### src/rtl/accadj_pkg.sv
package accadj_pkg;

    localparam int unsigned ACC_W   = 8;
    localparam int unsigned NIB_W   = ACC_W / 2;
    localparam int unsigned OP_W    = 2;

    typedef logic [ACC_W-1:0] acc_t;
    typedef logic [NIB_W-1:0] nib_t;

    // Flag byte, most significant bit first
    typedef struct packed {
        logic s;
        logic z;
        logic y;
        logic h;
        logic x;
        logic p;
        logic n;
        logic c;
    } flag_t;

    typedef enum logic [OP_W-1:0] {
        OP_DEC_ADJ  = 2'b00,
        OP_SET_CY   = 2'b01,
        OP_CPL_CY   = 2'b10,
        OP_PASS     = 2'b11
    } accadj_op_e;

    localparam nib_t DIGIT_MAX  = nib_t'(9);
    localparam acc_t BYTE_LIMIT = acc_t'(8'h99);
    localparam acc_t LOW_STEP   = acc_t'(8'h06);
    localparam acc_t HIGH_STEP  = acc_t'(8'h60);

    // 1 when the byte holds an even number of ones
    function automatic logic even_parity(input acc_t v);
        return ~(^v);
    endfunction

endpackage

### src/rtl/accadj_result_flags.sv
module accadj_result_flags
    import accadj_pkg::*;
(
    input  acc_t value,
    output logic sign_o,
    output logic zero_o,
    output logic ybit_o,
    output logic xbit_o,
    output logic par_o
);
    always_comb begin
        sign_o = value[ACC_W-1];
        zero_o = (value == '0);
        ybit_o = value[5];
        xbit_o = value[3];
        par_o  = even_parity(value);
    end
endmodule

### src/rtl/accadj_daa_core.sv
module accadj_daa_core
    import accadj_pkg::*;
(
    input  acc_t  acc_i,
    input  logic  n_i,
    input  logic  h_i,
    input  logic  c_i,
    output acc_t  acc_o,
    output flag_t flags_o
);
    logic low_fix, high_fix, over_lim;
    acc_t step, adj;
    logic r_s, r_z, r_y, r_x, r_p;

    always_comb begin
        over_lim = (acc_i > BYTE_LIMIT);
        low_fix  = h_i | (acc_i[NIB_W-1:0] > DIGIT_MAX);
        high_fix = c_i | over_lim;
        step     = (low_fix ? LOW_STEP : '0) | (high_fix ? HIGH_STEP : '0);
        adj      = n_i ? (acc_i - step) : (acc_i + step);
    end

    accadj_result_flags u_rf (
        .value  (adj),
        .sign_o (r_s),
        .zero_o (r_z),
        .ybit_o (r_y),
        .xbit_o (r_x),
        .par_o  (r_p)
    );

    always_comb begin
        acc_o     = adj;
        flags_o.s = r_s;
        flags_o.z = r_z;
        flags_o.y = r_y;
        flags_o.h = acc_i[NIB_W] ^ adj[NIB_W];
        flags_o.x = r_x;
        flags_o.p = r_p;
        flags_o.n = n_i;
        flags_o.c = c_i | over_lim;
    end
endmodule

### src/rtl/accadj_carry_core.sv
module accadj_carry_core
    import accadj_pkg::*;
(
    input  logic  invert_i,   // 0: set carry, 1: complement carry
    input  logic  s_i,
    input  logic  z_i,
    input  logic  p_i,
    input  logic  c_i,
    input  logic  fy_i,
    input  logic  fx_i,
    input  logic  ay_i,
    input  logic  ax_i,
    output flag_t flags_o
);
    always_comb begin
        flags_o.s = s_i;
        flags_o.z = z_i;
        flags_o.p = p_i;
        flags_o.y = fy_i | ay_i;
        flags_o.x = fx_i | ax_i;
        flags_o.n = 1'b0;
        flags_o.c = invert_i ? ~c_i : 1'b1;
        flags_o.h = invert_i ? c_i : 1'b0;
    end
endmodule

### src/rtl/accadj_unit.sv
module accadj_unit
    import accadj_pkg::*;
(
    input  logic             clk,
    input  logic             rst,
    input  logic             in_valid,
    input  logic [OP_W-1:0]  op,
    input  logic [ACC_W-1:0] acc_in,
    input  logic [ACC_W-1:0] flags_in,
    output logic             out_valid,
    output logic [ACC_W-1:0] acc_out,
    output logic [ACC_W-1:0] flags_out
);
    flag_t      fin;
    accadj_op_e sel;
    acc_t       daa_acc;
    flag_t      daa_flags, cy_flags;
    acc_t       nxt_acc;
    flag_t      nxt_flags;

    assign fin = flag_t'(flags_in);
    assign sel = accadj_op_e'(op);

    accadj_daa_core u_daa (
        .acc_i   (acc_in),
        .n_i     (fin.n),
        .h_i     (fin.h),
        .c_i     (fin.c),
        .acc_o   (daa_acc),
        .flags_o (daa_flags)
    );

    accadj_carry_core u_cy (
        .invert_i (op[1]),
        .s_i      (fin.s),
        .z_i      (fin.z),
        .p_i      (fin.p),
        .c_i      (fin.c),
        .fy_i     (fin.y),
        .fx_i     (fin.x),
        .ay_i     (acc_in[5]),
        .ax_i     (acc_in[3]),
        .flags_o  (cy_flags)
    );

    always_comb begin
        nxt_acc   = acc_in;
        nxt_flags = fin;
        case (sel)
            OP_DEC_ADJ: begin
                nxt_acc   = daa_acc;
                nxt_flags = daa_flags;
            end
            OP_SET_CY, OP_CPL_CY: nxt_flags = cy_flags;
            default: ;
        endcase
    end

    always_ff @(posedge clk) begin
        if (rst) begin
            out_valid <= 1'b0;
            acc_out   <= '0;
            flags_out <= '0;
        end else begin
            out_valid <= in_valid;
            if (in_valid) begin
                acc_out   <= nxt_acc;
                flags_out <= nxt_flags;
            end
        end
    end
endmodule

### config.mk
export PLATFORM = sky130hd
export DESIGN_NAME = accadj_unit
export DESIGN_NICKNAME = d
export VERILOG_FILES = /design/src/rtl/accadj_pkg.sv /design/src/rtl/accadj_result_flags.sv /design/src/rtl/accadj_daa_core.sv /design/src/rtl/accadj_carry_core.sv /design/src/rtl/accadj_unit.sv
export SDC_FILE = /design/constraint.sdc
export NUM_CORES = 1
export LEC_CHECK = 0
export ABC_AREA = 1
export ABC_CLOCK_PERIOD_IN_PS = 10100
export BUFFER_PORTS_ARGS = -buffer_cell sky130_fd_sc_hd__buf_2
export CAP_MARGIN = 10
export CELL_PAD_IN_SITES_DETAIL_PLACEMENT = 1
export CELL_PAD_IN_SITES_GLOBAL_PLACEMENT = 2
export CORE_MARGIN = 2
export CORE_UTILIZATION = 30
export DETAILED_ROUTE_END_ITERATION = 6
export PLACE_DENSITY = 0.86
export SLEW_MARGIN = 0
export SYNTH_ARGS = -nofsm -noshare
export SYNTH_HDL_FRONTEND = slang
export SYNTH_HIERARCHICAL = 1
export SYNTH_SLANG_ARGS = --single-unit
### constraint.sdc
create_clock -name clk -period 10.1 [get_ports clk]
set_clock_uncertainty 0.1 [all_clocks]
set_input_delay 2.02 -clock clk [delete_from_list [all_inputs] [get_ports clk]]
set_output_delay 2.02 -clock clk [all_outputs]
set_load 0.1 [all_outputs]
# Word-level counts from Yosys, hierarchy flattened
# Index checks and enable logic that the tools add are counted.
[op_classes]
n_addsub = 2
mul = 0
n_div = 0
magnitude_cmp = 2
eq_ne = 2
n_shift = 0
n_mux = 7
bitwise_logic = 8
reduce_logical = 4
[ops]
columns = ["operator", "count"]
rows = [
  ["2-to-1 mux 8 bit", 2],
  ["one-hot mux 8 bit (2 select lines)", 1],
  ["adder 8 bit", 1],
  ["greater-than comparator 8 bit, second input constant", 1],
  ["logical NOT 8 bit", 1],
  ["bitwise OR 8 bit", 1],
  ["XOR reduction 8 bit", 1],
  ["subtractor 8 bit", 1],
  ["2-to-1 mux 7 bit", 1],
  ["greater-than comparator 4 bit, second input constant", 1],
  ["bitwise OR 1 bit", 4],
  ["2-to-1 mux 3 bit", 1],
  ["== test 2 x 1 -> 1 bit, second input constant", 1],
  ["== test 2 bit, second input constant", 1],
  ["logical NOT 2 bit", 1],
  ["2-to-1 mux 1 bit", 2],
  ["inverter 1 bit", 2],
  ["OR reduction 2 bit", 1],
  ["bitwise XOR 1 bit", 1],
]
[word_totals]
reg_bits = 17
latchBits = 0
mem_bits_rw = 0
mem_bits_ro = 0
inputBits = 21
word_cells = 28
mem_count = 0

# Longest topological paths before layout
[logic_depth]
ltp_word = 9
depth_mapped = 29
ltp_nobuf = 28

# Hierarchy
# Netlist, hierarchy kept.
[modules_own_cells]
columns = ["module", "n_inst", "cells_each", "area_each_um2"]
rows = [
  ["accadj_unit", 1, 121, 838.3],
  ["accadj_daa_core", 1, 96, 521.8],
  ["accadj_result_flags", 1, 37, 185.2],
  ["accadj_carry_core", 1, 13, 66.3],
]

# Worst setup path before layout
# Ideal clock, no wire load.
[synth_timing]
kind = "in2reg"
startpoint = "input acc_in[1]"
endpoint = "register flags_out[2]"
arrival_ns = 4.538
setup_slack_ns = 5.338
cell_stages = 26
cell_sequence = "inv_1 -> nand2_1 -> nand2_1 -> inv_1 -> or2_1 -> ha_1 -> or2_2 -> nand2_1 -> ha_1 -> nand2_1 -> inv_1 -> a21oi_1 -> nand3_1 -> nand2_1 -> inv_1 -> ha_1 -> inv_1 -> nand2_1 -> nand2_1 -> nand2_1 -> nand2_1 -> buf_4 -> nand2_1 -> nand2_1 -> nand2_1 -> a21oi_1"
[synth_via]
elab_chain_len = 9
elab_cells_between_ends = 13
classes_between = "add/sub: 2; order compare: 2; mux: 4; bitwise: 4; reduce/logical: 1"
[synth_rtl]
columns = ["item", "line", "rtl"]
rows = [
  ["start, declared", "accadj_unit.sv:8", "input logic [ACC_W-1:0] acc_in,"],
  ["greater-than comparator 8 bit / greater-than comparator 4 bit (equally long branches)", "accadj_daa_core.sv:16, accadj_daa_core.sv:17", ""],
  ["bitwise OR 1 bit, on equally long branches", "accadj_daa_core.sv:18, accadj_daa_core.sv:17", ""],
  ["2-to-1 mux 7 bit / 2-to-1 mux 3 bit (equally long branches)", "accadj_daa_core.sv:19", "step = (low_fix ? LOW_STEP : '0) | (high_fix ? HIGH_STEP : '0);"],
  ["bitwise OR 8 bit", "accadj_daa_core.sv:19", ""],
  ["adder 8 bit / subtractor 8 bit (equally long branches)", "accadj_daa_core.sv:20", "adj = n_i ? (acc_i - step) : (acc_i + step);"],
  ["2-to-1 mux 8 bit *", "accadj_daa_core.sv:20", ""],
  ["named net daa_acc[7]", "accadj_unit.sv:16", "acc_t daa_acc;"],
  ["XOR reduction 8 bit *", "accadj_pkg.sv:36", "return ~(^v);"],
  ["inverter 1 bit *", "accadj_pkg.sv:36", ""],
  ["named net u_daa.r_p", "accadj_daa_core.sv:13", "logic r_s, r_z, r_y, r_x, r_p;"],
  ["one-hot mux 8 bit (2 select lines) *", "accadj_unit.sv:49", "case (sel)"],
  ["end signal, assigned", "accadj_unit.sv:68", "flags_out <= nxt_flags;"],
  ["end, declared", "accadj_unit.sv:12", "output logic [ACC_W-1:0] flags_out"],
]
# Mark *: on every way through the listed nets, which the timed path passes. The rest lies on a longest branch.
# A chain may end at the register's enable or synchronous reset.

==> summary.md <==
| Metric | Value |
|---|---|
| Worst-path clk slew | 0.08 ns |
| Placed insts | 352 |
| Share of post-route cells with drive strength above 1 | 17.83% |
| Final std cells w/o fill | 356 |
| Min-Delay Path Depth | 2 |
| Pwr dens | 150.8 mW/mm^2 |
| Status | completed |
| Chip Width | 77.29 um |
| Vias per inst | 4.646 |
| Clk buf depth | 2 |
| Startpoint Class | input pin |
| H-Tree Depth | 1 |
| CTS Buf Count | 3 |
| WS Path Type | in -> reg |
| RR Endpoint | flags_out[2] |
| First-pass GRT wire length | 8045 um |
| Fin. Hold Viols | 0 |
| Yosys top cell by area | nand2_1 |
| Reg2reg setup slack | 9.37 ns |
| Final Util | 34.35% |
| Row count | 26 |
| Die Y | 77.29 um |
| Pin count of the biggest net entering global routing | 18 |
| Critical path arrival | 4.99 ns |
| Slew @ Worst Pin | 0.6335 ns |
| Dpl hpwl | 3559 um |
| Total number of vias | 1654 |
| Post-CTS Resized | 0 |
| #FFs+latches synth | 17 |
| Final Wtd Congestion | 0.7890 |
| Reg2Reg Launch Point | flags_out[2] |
| Netlist Area Pre-Place | 0.001612 sq mm |
| Min Tclk post-route | 4.886 ns |
| Worst R2R Path Depth | 2 |
| Yosys warnings | 6 |
| Synth-to-Final Area Change | 9.549% |
| Final WL | 4614 um |
| GRT Total Usage | 16.55% |
| Fill count | 734 |
| Detail Route Antenna Nets | 0 |
| Fmax | 204.7 MHz |
| RSZ-0062 raised after global routing | no |
| Core area | 0.005140 sq mm |
| Setup violators final | 0 |
| VDD IR max | 0.00008065 V |
| Hold Path Sink | acc_out[7] |
| Slew Viols, Final | 0 |
| Antenna violations before repair | 0 |
| Synth area leaders | nand2_1 21%, dfxtp_1 21%, ha_1 12% |
| CTS Root Cell | clkbuf_8 |
| Setup TNS | 0 ns |
| Clock latency on the worst-skew pair | 0.26 ns |
| Grt ovf | 0 |
| Tot Pwr | 0.0002662 W |
| Die area | 0.005974 sq mm |
| Tcrit/Tclk final | 48.38% |
| Ports | 38 |
| DRT Pass-1 Iters | 4 |
| # port buffers | 37 |
| Worst hold path startpoint | acc_out[7] |
| Sink Count | 17 |
| Initial Util | 31.35% |
| Residual DRC count | 0 |
| WP data required | 10.20 ns |
| Setup crit end kind | flip-flop |
| Initial DRC Count | 49 |
| Syn Area/Cell | 6.036 sq um |
| WL/cell | 12.96 um |
| Nets | 323 |
| Hold-fix buffers at CTS | 0 |
| Syn Inst Count | 267 |
| Sequential area share after synthesis | 21.12% |
| Lkg Pwr | 1.061 nW |
| Hold Crit Class | reg -> reg |
| Vias in the first global route | 1697 |
| Post-CTS Setup Inserts | 0 |
| Yosys cell types | 23 |
| Yosys top cell area share | 21.20% |
| Worst slew margin | 57.76% |
| Largest fanout on the critical path | 5 |
| TritonCTS clock tree | done |
| N_diodes | 0 |
| Syn Nets | 303 |
| Max_cap viols | 0 |
==> cell type report <==
cell class / count / area (sq um) / area share (%)
Inverter: 44 / 165.2 / 9.355
Sequential cell: 17 / 340.3 / 19.28
Clock inverter: 1 / 5.005 / 0.2835
Multi-Input combinational cell: 184 / 940.9 / 53.30
Tap cell: 70 / 87.58 / 4.961
Clock buffer: 3 / 41.29 / 2.339
Timing Repair Buffer: 37 / 185.2 / 10.49
==> worst max-delay path by stage <==
stage	slack, ns	end	startpoint	depth (start not counted)
5_1_grt	4.90	flags_out[2]	acc_in[1]	26
4_1_cts	5.21	flags_out[2]	acc_in[1]	26
6_report	5.21	flags_out[2]	acc_in[1]	26
2_1_floorplan	5.34	flags_out[2]	acc_in[1]	26
3_3_place_gp	5.02	flags_out[2]	acc_in[1]	27
3_5_place_dp	4.94	flags_out[2]	acc_in[1]	26
==> state kept, by name (all words and copies together), names as in the netlist <==
signal / cells
acc_out: 8
out_valid: 1
flags_out: 8
==> logic make-up after synthesis <==
logic type,count (synthesis),share of synthesized area [%]
simple gates,115,29.12
buf+inv,66,20.50
compound gates,50,15.76
flops,17,21.12
fa+ha+maj,15,11.65
xor+xnor,3,1.631
other cells,1,0.2327
==> cell usage in the layout, fill, tap and decap left out, drive strengths merged <==
cell,synthesis,final
xnor2,2,2
nand3b,1,1
xor2,1,1
a21oi,34,34
inv,44,44
nand3,9,9
nand2,96,96
buf,20,37
clkinv,0,1
ha,15,15
clkbuf,2,3
conb,1,1
nand4,2,2
o21ai,16,16
or2,2,2
nor2,5,5
dfxtp,17,17
==> worst max-delay path, cell delays in order <==
cell and delay (ns):
buf_2 0.12, inv_1 0.08, nand2_1 0.07, nand2_1 0.06, inv_1 0.03, or2_1 0.27
ha_1 0.20, or2_2 0.29, nand2_1 0.08, ha_1 0.26, nand2_1 0.09, inv_1 0.04
a21oi_1 0.18, nand3_1 0.10, nand2_1 0.12, inv_1 0.05, ha_1 0.31, inv_1 0.09
nand2_1 0.05, nand2_1 0.06, nand2_1 0.05, nand2_1 0.06, nand2_1 0.04, nand2_1 0.08
nand2_1 0.05, a21oi_1 0.12
==> where the power goes <==
group	switching [W]	leakage [nW]	internal (W)	total [W]
combinational	0.000100	0.895	0.0000371	0.000137
sequential	0.00000221	0.141	0.0000722	0.0000745
clock	0.0000272	0.0255	0.0000275	0.0000547
total	0.000129	1.06	0.000137	0.000266
==> through the flow <==
step	setup WS, ns	hold WS [ns]	area (sq um)
global route	4.904	0.4656	1765
CTS	5.207	0.4391	1765
detailed placement	4.936	0.4160	1719
finish	5.214	0.4289	1765
global placement	5.025	0.4095	1719
floorplan	5.338	0.8865	1612
==> per-layer routing <==
layer | routed length, um | vias to the layer above | track usage [%]
met5 | 0 | - | 0
met4 | 23 | 0 | 4.107
met3 | 195 | 2 | 3.647
met2 | 2233 | 31 | 28.87
met1 | 2162 | 770 | 20.54
li1 | - | 851 | -
==> synthesized netlist by cell type, drive strengths merged <==
cell	instances
o21ai	16
dfxtp	17
ha	15
nand3b	1
or2	2
a21oi	34
nand4	2
xnor2	2
xor2	1
inv	44
nor2	5
conb	1
nand2	96
nand3	9
buf	20
clkbuf	2
No activity file was read; power rests on OpenSTA's default activity.
